==> config.mk <==
export PLATFORM = sky130hd
export DESIGN_NAME = busctl_unit
export DESIGN_NICKNAME = d
export VERILOG_FILES = /design/src/rtl/busctl_pkg.sv /design/src/rtl/busctl_regs.sv /design/src/rtl/busctl_seq.sv /design/src/rtl/busctl_drive.sv /design/src/rtl/busctl_unit.sv
export SDC_FILE = /design/constraint.sdc
export NUM_CORES = 1
export LEC_CHECK = 0
export CORE_ASPECT_RATIO = 0.7
export CORE_MARGIN = 10
export CORE_UTILIZATION = 40
export DETAILED_ROUTE_END_ITERATION = 7
export PLACE_DENSITY_LB_ADDON = 0.25
export RECOVER_POWER = 50
export SKIP_CTS_REPAIR_TIMING = 1
export SYNTH_ARGS = -nofsm -noshare
export SYNTH_HDL_FRONTEND = slang
export SYNTH_SLANG_ARGS = --single-unit
==> constraint.sdc <==
create_clock -name clk -period 1.7 [get_ports clk]
set_input_delay 0.34 -clock clk [delete_from_list [all_inputs] [get_ports clk]]
set_output_delay 0.34 -clock clk [all_outputs]
set_load 0.1 [all_outputs]
==> src/rtl/busctl_pkg.sv <==
package busctl_pkg;

    // Field order (bit 7 down to bit 0) is the software-visible layout.
    typedef struct packed {
        logic xsetup;    // 7: extra setup clock on sends
        logic drv_bus;   // 6: drive output latch onto bus
        logic no_halt;   // 5: halt suppression (stored only)
        logic linked;    // 4: connected flag
        logic bus_rst;   // 3: bus reset output level
        logic par_even;  // 2: force even (bad) parity
        logic imm_arb;   // 1: immediate arbitration (stored only)
        logic seq_go;    // 0: start sequence (stored only)
    } ctl_reg_t;

    typedef enum logic [2:0] {
        SQ_IDLE,
        SQ_SETUP_A,
        SQ_SETUP_B,
        SQ_SEND_STB,
        SQ_RECV_STB
    } seq_state_e;

endpackage

==> src/rtl/busctl_regs.sv <==
module busctl_regs
    import busctl_pkg::*;
(
    input  logic       clk,
    input  logic       rst_n,
    input  logic       wr_en,
    input  logic [7:0] wr_data,
    input  logic       conn_set,
    output ctl_reg_t   ctl_q
);

    typedef struct packed {
        ctl_reg_t ctl;
    } regs_t;

    regs_t cur_q, nxt_d;

    always_comb begin
        nxt_d = cur_q;
        if (wr_en) begin
            nxt_d.ctl = ctl_reg_t'(wr_data);
        end else if (conn_set) begin
            nxt_d.ctl.linked = 1'b1;
        end
    end

    always_ff @(posedge clk or negedge rst_n) begin
        if (!rst_n) begin
            cur_q <= '0;
        end else begin
            cur_q <= nxt_d;
        end
    end

    assign ctl_q = cur_q.ctl;


    wr_readback_chk: assert property (@(posedge clk) disable iff (!rst_n)
        wr_en |=> (ctl_q == $past(wr_data)));


    conn_set_chk: assert property (@(posedge clk) disable iff (!rst_n)
        (!wr_en && conn_set) |=> ctl_q.linked);


    cpu_wins_chk: assert property (@(posedge clk) disable iff (!rst_n)
        (wr_en && conn_set && !wr_data[4]) |=> !ctl_q.linked);

endmodule

==> src/rtl/busctl_seq.sv <==
module busctl_seq
    import busctl_pkg::*;
#(
    parameter int DATA_W = 8
) (
    input  logic              clk,
    input  logic              rst_n,
    input  logic              xsetup,
    input  logic              send_req,
    input  logic              recv_req,
    input  logic [DATA_W-1:0] send_byte,
    output logic              seq_busy,
    output logic              seq_drive,
    output logic              seq_strobe,
    output logic [DATA_W-1:0] seq_data
);

    typedef struct packed {
        seq_state_e        st;
        logic              xs;
        logic [DATA_W-1:0] data;
    } seq_regs_t;

    seq_regs_t cur_q, nxt_d;

    always_comb begin
        nxt_d = cur_q;
        case (cur_q.st)
            SQ_IDLE: begin
                if (send_req) begin
                    nxt_d.st   = SQ_SETUP_A;
                    nxt_d.xs   = xsetup;
                    nxt_d.data = send_byte;
                end else if (recv_req) begin
                    nxt_d.st = SQ_RECV_STB;
                end
            end
            SQ_SETUP_A:  nxt_d.st = cur_q.xs ? SQ_SETUP_B : SQ_SEND_STB;
            SQ_SETUP_B:  nxt_d.st = SQ_SEND_STB;
            SQ_SEND_STB: nxt_d.st = SQ_IDLE;
            SQ_RECV_STB: nxt_d.st = SQ_IDLE;
            default:     nxt_d.st = SQ_IDLE;
        endcase
    end

    always_ff @(posedge clk or negedge rst_n) begin
        if (!rst_n) begin
            cur_q <= '{st: SQ_IDLE, xs: 1'b0, data: '0};
        end else begin
            cur_q <= nxt_d;
        end
    end

    assign seq_busy   = (cur_q.st != SQ_IDLE);
    assign seq_drive  = (cur_q.st == SQ_SETUP_A) || (cur_q.st == SQ_SETUP_B) ||
                        (cur_q.st == SQ_SEND_STB);
    assign seq_strobe = (cur_q.st == SQ_SEND_STB) || (cur_q.st == SQ_RECV_STB);
    assign seq_data   = cur_q.data;


    strobe_width_chk: assert property (@(posedge clk) disable iff (!rst_n)
        seq_strobe |=> !seq_strobe);


    busy_hold_chk: assert property (@(posedge clk) disable iff (!rst_n)
        (seq_busy && !seq_strobe) |=> (seq_busy && $stable(seq_data)));


    recv_latency_chk: assert property (@(posedge clk) disable iff (!rst_n)
        (seq_strobe && !seq_drive) |-> ($past(recv_req) && !$past(seq_busy)));

endmodule

==> src/rtl/busctl_drive.sv <==
module busctl_drive #(
    parameter int DATA_W = 8
) (
    input  logic              drv_bus,
    input  logic              par_even,
    input  logic              role_target,
    input  logic              io_in,
    input  logic [DATA_W-1:0] latch_data,
    input  logic              seq_drive,
    input  logic [DATA_W-1:0] seq_data,
    output logic              drive_en,
    output logic [DATA_W-1:0] data_out,
    output logic              par_out
);

    logic io_ok;
    logic [DATA_W:0] xchain;

    // Role gating: initiator drives with I/O inactive, target with I/O active.
    assign io_ok    = role_target ? io_in : ~io_in;
    assign drive_en = seq_drive | (drv_bus & io_ok);
    assign data_out = seq_drive ? seq_data : latch_data;

    assign xchain[0] = 1'b0;
    for (genvar i = 0; i < DATA_W; i++) begin : g_par
        assign xchain[i+1] = xchain[i] ^ data_out[i];
    end

    // Odd parity inverts the XOR; forced even parity leaves it as is.
    assign par_out = xchain[DATA_W] ^ ~par_even;

endmodule

==> src/rtl/busctl_unit.sv <==
module busctl_unit
    import busctl_pkg::*;
(
    input  logic       clk,
    input  logic       rst_n,
    input  logic       reg_wr_en,
    input  logic [7:0] reg_wr_data,
    output logic [7:0] reg_rd_data,
    input  logic       conn_set,
    input  logic       role_target,
    input  logic       io_in,
    input  logic [7:0] out_latch,
    input  logic       send_req,
    input  logic       recv_req,
    input  logic [7:0] send_byte,
    output logic [7:0] bus_data_out,
    output logic       bus_par_out,
    output logic       bus_drive_en,
    output logic       bus_rst_out,
    output logic       xfer_strobe,
    output logic       xfer_busy
);

    localparam int DATA_W = 8;

    ctl_reg_t          ctl;
    logic              seq_drive;
    logic [DATA_W-1:0] seq_data;

    busctl_regs u_regs (
        .clk     (clk),
        .rst_n   (rst_n),
        .wr_en   (reg_wr_en),
        .wr_data (reg_wr_data),
        .conn_set(conn_set),
        .ctl_q   (ctl)
    );

    busctl_seq #(.DATA_W(DATA_W)) u_seq (
        .clk       (clk),
        .rst_n     (rst_n),
        .xsetup    (ctl.xsetup),
        .send_req  (send_req),
        .recv_req  (recv_req),
        .send_byte (send_byte),
        .seq_busy  (xfer_busy),
        .seq_drive (seq_drive),
        .seq_strobe(xfer_strobe),
        .seq_data  (seq_data)
    );

    busctl_drive #(.DATA_W(DATA_W)) u_drive (
        .drv_bus    (ctl.drv_bus),
        .par_even   (ctl.par_even),
        .role_target(role_target),
        .io_in      (io_in),
        .latch_data (out_latch),
        .seq_drive  (seq_drive),
        .seq_data   (seq_data),
        .drive_en   (bus_drive_en),
        .data_out   (bus_data_out),
        .par_out    (bus_par_out)
    );

    assign reg_rd_data = ctl;
    assign bus_rst_out = ctl.bus_rst;


    rst_hold_chk: assert property (@(posedge clk) disable iff (!rst_n)
        !reg_wr_en |=> $stable(bus_rst_out));


    no_drive_chk: assert property (@(posedge clk) disable iff (!rst_n)
        (!ctl.drv_bus && !xfer_busy) |-> !bus_drive_en);


    parity_sense_chk: assert property (@(posedge clk) disable iff (!rst_n)
        bus_drive_en |-> ((^{bus_data_out, bus_par_out}) == !ctl.par_even));


    send_drive_chk: assert property (@(posedge clk) disable iff (!rst_n)
        (xfer_busy && !$past(xfer_busy) && $past(send_req)) |-> bus_drive_en);

endmodule

==> summary.md, run 1 <==
| Metric | Value |
|---|---|
| H-Tree Depth | 1 |
| Max-slew violations | 0 |
| Max_cap viols | 0 |
| Initial antenna violation count | 0 |
| Hold path depth | 1 |
| Die ar. | 5233 um2 |
| Met3 WL | 268 um |
| # DRC | 0 |
| Mapped cell area | 1086 um2 |
| Reg-to-reg endpoint | u_seq.seq_data[0] |
| Yosys warnings | 0 |
| Crit path kind | reg2out |
| Worst skew pair latency | 0.26 ns |
| I/O pin total | 53 |
| Worst path required time | 1.36 ns |
| CTS sink cnt | 20 |
| Top sig layer | met4 |
| CTS tree | yes |
| Pre-Repair DR Iteration Count | 4 |
| Commonest non-fill, non-tap cell in the layout | clkdlybuf4s50_1 |
| DRT antenna net count | 0 |
| M1 wire length | 1497 um |
| IO Port Bufs | 52 |
| Setup_tns | -2.754 ns |
| First-pass GRT wire length | 5216 um |
| Worst Skew | 0.004250 ns |
| P&R area growth vs syn | 102.2% |
| Syn Area/Cell | 12.34 um2 |
| Startpoint Class | register |
| DR vias/cell | 5.053 |
| Row cnt | 15 |
| Hold_sp | u_seq.cur_q[8] |
| TritonCTS Buffers | 3 |
| Root buffer cell | clkbuf_8 |
| Post-synthesis instance total | 88 |
| Tightest Pin Transition | 1.095 ns |
| Fill cells | 110 |
| Max Fanout on Critical Path | 2 |
| Vias in the first global route | 1011 |
| Share of cells above drive strength 1 | 0.5321 |
| Initial Util | 0.4286 |
| RSZ-0062 raised after global routing | yes |
| Violated checks | setup timing |
| Post-synth top area cell | dfrtp_1 |
| Rel. slew slack | 0.2701 |
| Global route total overflow | 0 |
| Iter 0 DRT Violations | 22 |
| GP Congestion | 0.7346 |
| WP data arrival | 1.85 ns |
| Clock tree buffer depth | 2 |
| DR WL/cell | 21.91 um |
| Final setup viols | 12 |
| # diodes | 0 |
| Commonest non-fill, non-tap cells in the layout | clkdlybuf4s50_1 (22), buf_12 (21), dfrtp_1 (20) |
| Die W | 82.28 um |
| Total GRT Usage | 0.1287 |
| Die height | 63.60 um |
| Synth Register Bits | 20 |
| Total Nets Final | 189 |
| Reg2Reg Depth | 4 |
| Final Cycle Share | 1.291 |
| Worst Hold End | u_seq.cur_q[8] |
| Hold slack | 0.5310 ns |
| Post-synthesis sequential area ratio | 0.4608 |
| Core area | 2534 um2 |
| Final hold violations | 0 |
| Drt total wl | 4163 um |
| Crit. End Element | output port |
| Worst r2r src | u_seq.cur_q[9] |
| Status | finished with violations |
| Final worst slack | -0.4940 ns |
| Top-area cell type share of the netlist area | 0.4608 |
| Hold/Removal Path Class | reg2reg |
| Post-route minimum period | 2.194 ns |
| Library cells used by synthesis | 17 |
| Worst R2R Setup Slack | 0.02 ns |
| Syn nets | 120 |
| Routed via count | 960 |
| Pin count of the biggest net entering global routing | 21 |
| Met2 wire len | 2327 um |
| Detailed Place HPWL | 2612 um |
| Area contributors post-synth | dfrtp_1 (46%), mux2_2 (25%), xnor2_1 (14%) |
| Clk pin slew, worst setup/hold paths | 0.08 ns |
| FMAX | 0.4558 GHz |
==> flip-flops by register name, indices dropped and copies added (netlist names) <==
| register | count |
|---|---|
| u_seq.cur_q | 4 |
| u_seq.seq_data | 8 |
| u_regs.ctl_q | 8 |
==> metrics by stage <==
stage            util  instances  cell area (um2)  setup slack (ns)
2_1_floorplan       -         88             1109           -0.2550
3_3_place_gp   0.7694        183             1949           -0.6205
3_5_place_dp   0.7694        183             1949           -0.6817
4_1_cts        0.7975        187             2021           -0.6878
5_1_grt        0.8667        190             2196           -0.5545
6_report       0.8667        190             2196           -0.4940
==> worst max path at each step <==
| stage | startpoint | to | cells past startpoint |
|---|---|---|---|
| 5_1_grt | u_seq.seq_data[5] | bus_par_out | 6 |
| 6_report | u_seq.seq_data[0] | bus_par_out | 6 |
| 3_3_place_gp | out_latch[2] | bus_par_out | 7 |
| 2_1_floorplan | u_seq.cur_q[9] | bus_par_out | 5 |
| 3_5_place_dp | out_latch[0] | bus_par_out | 7 |
| 4_1_cts | out_latch[6] | bus_par_out | 7 |
==> critical path, cell delays in order (launching register included) <==
cell and delay, ns:
dfrtp_1 0.44, xnor2_2 0.23, xnor2_2 0.15, xnor2_1 0.13, mux2i_2 0.29, xnor2_4 0.16
buf_12 0.19
==> layer usage <==
layer,vias to the layer above,GRT usage
li1,428,-
met1,486,0.1264
met3,8,0.04108
met4,0,0.03814
met2,38,0.2442
met5,-,0
==> cell families (layout without fill, tap and decap cells) <==
logic type,after synthesis,in the layout,synth area share
xor gates and xnor gates,17,17,0.1371
and+or+nand+nor,16,17,0.08526
buffers and inverters,7,74,0.04492
DFF,20,20,0.4608
AOI/OAI and AO/OA,3,3,0.01382
muxes,25,25,0.2581
==> Yosys cell counts (all sizes together) <==
master	count
mux2i	1
xnor2	17
or2	1
clkbuf	1
inv	1
or3	1
nand2	5
o21ai	2
buf	5
dfrtp	20
nor3b	1
nor2	8
mux2	24
a21oi	1
==> final cells by class <==
| class | count | area, um2 | share of cell area |
|---|---|---|---|
| clock inverters | 1 | 30.03 | 0.01368 |
| inverters | 1 | 3.754 | 0.001709 |
| clock buffers | 3 | 41.29 | 0.01880 |
| repair buffers | 69 | 885.9 | 0.4034 |
| multi-input cells | 62 | 691.9 | 0.3151 |
| flip-flops and latches | 20 | 500.5 | 0.2279 |
| well taps | 34 | 42.54 | 0.01937 |
Power of run 1 is left out: the tool's default activity adds up to more than one toggle a clock period on the data nets, which glitch-free logic cannot reach.
==> run 2, diff against run 1 <==
--- a/config.mk
+++ b/config.mk
@@ -6,11 +6,9 @@
 export NUM_CORES = 1
 export LEC_CHECK = 0
 export CORE_ASPECT_RATIO = 0.7
-export CORE_MARGIN = 10
 export CORE_UTILIZATION = 40
 export DETAILED_ROUTE_END_ITERATION = 7
 export PLACE_DENSITY_LB_ADDON = 0.25
-export RECOVER_POWER = 50
 export SKIP_CTS_REPAIR_TIMING = 1
 export SYNTH_ARGS = -nofsm -noshare
 export SYNTH_HDL_FRONTEND = slang
==> run 2 against run 1 <==
The flow still finishes with violations (setup timing); first-iteration DRC count down 50%; core utilization down 1.3 points; via count fell by 6.1%; die area is 44% lower; register-to-register slack better by 0.04 ns; final cell count down 1.6%; final area is 2.2% lower; largest cell class unchanged.
==> summary.md, run 2 (synthesis results as in run 1) <==
| Metric | Value |
|---|---|
| Status | finished with violations (unchanged) |
| Violated checks | setup timing (unchanged) |
| CTS sink cnt | 20 (unchanged) |
| Reg-to-reg endpoint | u_seq.seq_data[5] (was u_seq.seq_data[0]) |
| FMAX | 0.4548 GHz (was 0.4558 GHz) |
| Vias in the first global route | 940 (was 1011) |
| Share of cells above drive strength 1 | 0.5229 (was 0.5321) |
| GP Congestion | 0.7162 (was 0.7346) |
| Die ar. | 2931 um2 (was 5233 um2) |
| Crit path kind | reg2out (unchanged) |
| Total GRT Usage | 0.2038 (was 0.1287) |
| Worst R2R Setup Slack | 0.06 ns (was 0.02 ns) |
| Hold slack | 0.4377 ns (was 0.5310 ns) |
| Iter 0 DRT Violations | 11 (was 22) |
| Clk pin slew, worst setup/hold paths | 0.08 ns (about the same) |
| Pre-Repair DR Iteration Count | 4 (unchanged) |
| Finished layout cell area | 2147 um2 (was 2196 um2) |
| Die height | 45.60 um (was 63.60 um) |
| P&R area growth vs syn | 97.70% (was 102.2%) |
| Worst r2r src | u_seq.cur_q[11] (was u_seq.cur_q[9]) |
| Hold/Removal Path Class | in2async (was reg2reg) |
| Drt total wl | 3175 um (was 4163 um) |
| Final Cycle Share | 1.293 (was 1.291) |
| Reg2Reg Depth | 4 (unchanged) |
| Max-slew violations | 0 (unchanged) |
| Sequential cell area | 500.5 um2 (unchanged) |
| Worst skew pair latency | 0.26 ns (about the same) |
| CTS tree | yes (unchanged) |
| Total Nets Final | 186 (was 189) |
| Max_cap viols | 0 (unchanged) |
| Initial antenna violation count | 0 (unchanged) |
| IO Port Bufs | 52 (unchanged) |
| Commonest non-fill, non-tap cell in the layout | clkdlybuf4s50_1 (unchanged) |
| Die W | 64.28 um (was 82.28 um) |
| Max Fanout on Critical Path | 2 (unchanged) |
| WP data arrival | 1.86 ns (was 1.85 ns) |
| H-Tree Depth | 1 (unchanged) |
| Tightest Pin Transition | 0.3805 ns (was 1.095 ns) |
| # DRC | 0 (unchanged) |
| Worst path required time | 1.36 ns (about the same) |
| Setup crit end | bus_par_out (unchanged) |
| DR WL/cell | 16.98 um (was 21.91 um) |
| Commonest non-fill, non-tap cells in the layout | clkdlybuf4s50_1 (23), buf_12 (21), dfrtp_1 (20) (was clkdlybuf4s50_1 (22), buf_12 (21), dfrtp_1 (20)) |
| Worst setup slack after placement | -0.6256 ns (was -0.6817 ns) |
| TritonCTS Buffers | 3 (unchanged) |
| Startpoint Class | register (unchanged) |
| Setup_tns | -2.786 ns (was -2.754 ns) |
| Detailed Place HPWL | 2286 um (was 2612 um) |
| Rel. slew slack | 0.7456 (was 0.2701) |
| Fill cells | 125 (was 110) |
| Worst setup path start | u_seq.seq_data[4] (was u_seq.seq_data[0]) |
| # diodes | 0 (unchanged) |
| Root buffer cell | clkbuf_8 (unchanged) |
| Final setup viols | 11 (was 12) |
| Pin count of the biggest net entering global routing | 21 (unchanged) |
| Row cnt | 15 (unchanged) |
| Initial Util | 0.4318 (was 0.4286) |
| Crit. End Element | output port (unchanged) |
| Global route total overflow | 0 (unchanged) |
| Core area | 2515 um2 (was 2534 um2) |
| Worst Skew | 0.005852 ns (was 0.004250 ns) |
| I/O pin total | 53 (unchanged) |
| DR vias/cell | 4.818 (was 5.053) |
| Clock tree buffer depth | 2 (unchanged) |
| DRT antenna net count | 0 (unchanged) |
| First-pass GRT wire length | 4284 um (was 5216 um) |
| Routed via count | 901 (was 960) |
| Multi-input logic area | 663.1 um2 (was 691.9 um2) |
| Final worst slack | -0.4989 ns (was -0.4940 ns) |
| RSZ-0062 raised after global routing | yes (unchanged) |
| Final hold violations | 0 (unchanged) |
| Post-route minimum period | 2.199 ns (was 2.194 ns) |
| Placed cell area | 1949 um2 (unchanged) |
==> run 2: area by class of cell <==
class | instances | share of cell area
timing repair buffer | 67 | 0.4108
multi-input combinational | 61 | 0.3089
sequential | 20 | 0.2331
tap | 34 | 0.01981
clock buffer | 4 | 0.02564
inverter | 1 | 0.001748
==> run 2: worst min path at each step <==
stage	slack [ns]	startpoint	to
after detailed placement	0.51	u_seq.cur_q[8]	u_seq.cur_q[8]
after global placement	0.50	u_seq.cur_q[8]	u_seq.cur_q[8]
after CTS	0.44	rst_n	u_regs.ctl_q[5]
after global routing	0.45	rst_n	u_regs.ctl_q[1]
after floorplan	0.04	rst_n	u_regs.ctl_q[0]
final	0.44	rst_n	u_seq.cur_q[8]
==> run 2: layer usage <==
| layer | share of wire | GRT usage | vias up |
|---|---|---|---|
| met2 | 0.52 | 0.3579 | 26 |
| met4 | 0.013 | 0.09778 | 0 |
| met5 | 0 | 0 | - |
| met1 | 0.43 | 0.2283 | 448 |
| met3 | 0.043 | 0.07000 | 4 |
| li1 | - | - | 423 |
==> run 2: metrics by stage <==
step | cells | utilization
floorplan | 88 | -
global route | 187 | 0.8537
CTS | 187 | 0.7970
global placement | 183 | 0.7751
finish | 187 | 0.8537
detailed placement | 183 | 0.7751
==> run 2: worst max-delay path, stage by stage, from the launching register on <==
cell and delay [ns]:
dfrtp_1 0.41, xnor2_1 0.21, xnor2_1 0.17, xnor2_1 0.14
mux2i_2 0.30, xnor2_4 0.17, buf_12 0.19
Power of run 2 is left out for the same reason.
==> run 3, diff against run 2 <==
--- a/config.mk
+++ b/config.mk
@@ -6,7 +6,8 @@
 export NUM_CORES = 1
 export LEC_CHECK = 0
 export CORE_ASPECT_RATIO = 0.7
-export CORE_UTILIZATION = 40
+export CORE_UTILIZATION = 41
+export CTS_BUF_LIST = sky130_fd_sc_hd__clkbuf_8
 export DETAILED_ROUTE_END_ITERATION = 7
 export PLACE_DENSITY_LB_ADDON = 0.25
 export SKIP_CTS_REPAIR_TIMING = 1
==> run 3 against run 2 <==
The flow still finishes with violations (setup timing); clock skew is 0.00080 ns lower; worst setup slack improved by 0.019 ns; final area shrank 1.4%; first-iteration DRC count rose by 64%; global-route usage up 0.94 points; final cell count down 0.53%; sequential share of layout area grew 0.33 points.
==> summary.md, run 3 (synthesis results as in run 1) <==
| Metric | Value |
|---|---|
| Worst path slowest cell | dfrtp_1 (unchanged) |
| WP data arrival | 1.84 ns (was 1.86 ns) |
| Global route total overflow | 0 (unchanged) |
| CP max stage delay | 0.43 ns (was 0.41 ns) |
| GP Congestion | 0.6968 (was 0.7162) |
| Initial antenna violation count | 0 (unchanged) |
| Post-route minimum period | 2.180 ns (was 2.199 ns) |
| TritonCTS Buffers | 3 (unchanged) |
| DR vias/cell | 4.796 (was 4.818) |
| First-pass GRT wire length | 4416 um (was 4284 um) |
| Rel. slew slack | 0.7227 (was 0.7456) |
| Final setup viols | 11 (unchanged) |
| Clk pin slew, worst setup/hold paths | 0.07 ns (was 0.08 ns) |
| I/O pin total | 53 (unchanged) |
| Core area | 2477 um2 (was 2515 um2) |
| DRT antenna net count | 0 (unchanged) |
| CP dominant cell by count | xnor2_1 (unchanged) |
| # diodes | 0 (unchanged) |
| Final worst slack | -0.4797 ns (was -0.4989 ns) |
| Detailed Place HPWL | 2227 um (was 2286 um) |
| Pre-Repair DR Iteration Count | 4 (unchanged) |
| Startpoint Class | register (unchanged) |
| Vias in the first global route | 935 (was 940) |
| RSZ-0062 raised after global routing | yes (unchanged) |
| Routed via count | 892 (was 901) |
| IO Port Bufs | 52 (unchanged) |
| Status | finished with violations (unchanged) |
| Pin count of the biggest net entering global routing | 21 (unchanged) |
| CTS tree | yes (unchanged) |
| Commonest non-fill, non-tap cells in the layout | clkdlybuf4s50_1 (23), buf_12 (21), dfrtp_1 (20) (unchanged) |
| Tightest Pin Transition | 0.4146 ns (was 0.3805 ns) |
| Crit path kind | reg2out (unchanged) |
| H-Tree Depth | 1 (unchanged) |
| Worst setup slack after placement | -0.6614 ns (was -0.6256 ns) |
| Worst path required time | 1.36 ns (about the same) |
| Share of cells above drive strength 1 | 0.5132 (was 0.5229) |
| Worst Skew | 0.005050 ns (was 0.005852 ns) |
| Die ar. | 2862 um2 (was 2931 um2) |
| Violated checks | setup timing (unchanged) |
| FMAX | 0.4588 GHz (was 0.4548 GHz) |
| Iter 0 DRT Violations | 18 (was 11) |
| Max_cap viols | 0 (unchanged) |
| Hold/Removal Path Class | in2async (unchanged) |
| CP Cell Sequence | xnor2_2 -> xnor2_1 -> xnor2_1 -> mux2i_2 -> xnor2_4 -> buf_12 (was xnor2_1 -> xnor2_1 -> xnor2_1 -> mux2i_2 -> xnor2_4 -> buf_12) |
| Total Nets Final | 186 (unchanged) |
| Die W | 63.52 um (was 64.28 um) |
| Fill cells | 125 (unchanged) |
| DR WL/cell | 16.96 um (was 16.98 um) |
| CTS sink cnt | 20 (unchanged) |
| Final Cycle Share | 1.282 (was 1.293) |
| Clock tree buffer depth | 2 (unchanged) |
| Crit path max-delay family | XOR/XNOR gates (unchanged) |
| Max-slew violations | 0 (unchanged) |
| # DRC | 0 (unchanged) |
| Final hold violations | 0 (unchanged) |
| P&R area growth vs syn | 94.93% (was 97.70%) |
| Root buffer cell | clkbuf_8 (unchanged) |
| Initial Util | 0.4384 (was 0.4318) |
| Drt total wl | 3154 um (was 3175 um) |
| Commonest non-fill, non-tap cell in the layout | clkdlybuf4s50_1 (unchanged) |
| Crit. End Element | output port (unchanged) |
| Critical path buffers and inverters | 1 (unchanged) |
| Die height | 45.06 um (was 45.60 um) |
| Total GRT Usage | 0.2132 (was 0.2038) |
| Worst skew pair latency | 0.25 ns (was 0.26 ns) |
| Max Fanout on Critical Path | 2 (unchanged) |
| Row cnt | 15 (unchanged) |
run 3: area by class of cell:
cell class / instances / area [um2] / share of cell area
tap: 34 / 42.54 / 0.02009
inverter: 1 / 3.754 / 0.001773
clock buffer: 3 / 41.29 / 0.01950
sequential: 20 / 500.5 / 0.2364
timing repair buffer: 67 / 878.3 / 0.4149
multi-input combinational: 61 / 650.6 / 0.3073
run 3: stage by stage:
step / cells / hold WS, ns / utilization / TNS [ns] / instance area (um2)
2_1_floorplan: 88 / 0.04441 / - / -0.4983 / 1109
3_3_place_gp: 182 / 0.4973 / 0.7838 / -1.431 / 1942
3_5_place_dp: 182 / 0.5384 / 0.7838 / -1.465 / 1942
4_1_cts: 185 / 0.4292 / 0.8005 / -3.987 / 1983
5_1_grt: 186 / 0.4521 / 0.8545 / -3.059 / 2117
6_report: 186 / 0.4274 / 0.8545 / -2.536 / 2117
run 3: worst paths after layout:
kind,start,end,slack (ns),cells past startpoint
setup / recovery,u_seq.seq_data[6],bus_par_out,-0.48,6
hold / removal,rst_n,u_regs.ctl_q[2],0.43,2
setup reg to reg,u_seq.cur_q[10],u_seq.seq_data[7],0.04,4
hold reg to reg,u_seq.cur_q[8],u_seq.cur_q[8],0.55,1
max in group asynchronous,rst_n,u_seq.cur_q[9],1.06,2
min in group clk,u_seq.cur_q[8],u_seq.cur_q[8],0.55,1
run 3: layer usage:
| layer | up-vias | share of wire | GRT usage |
|---|---|---|---|
| met2 | 27 | 0.54 | 0.4128 |
| li1 | 418 | - | - |
| met4 | 0 | 0.018 | 0.08182 |
| met1 | 441 | 0.41 | 0.2299 |
| met5 | - | 0 | 0 |
| met3 | 6 | 0.033 | 0.05303 |
Power of run 3 is left out for the same reason.
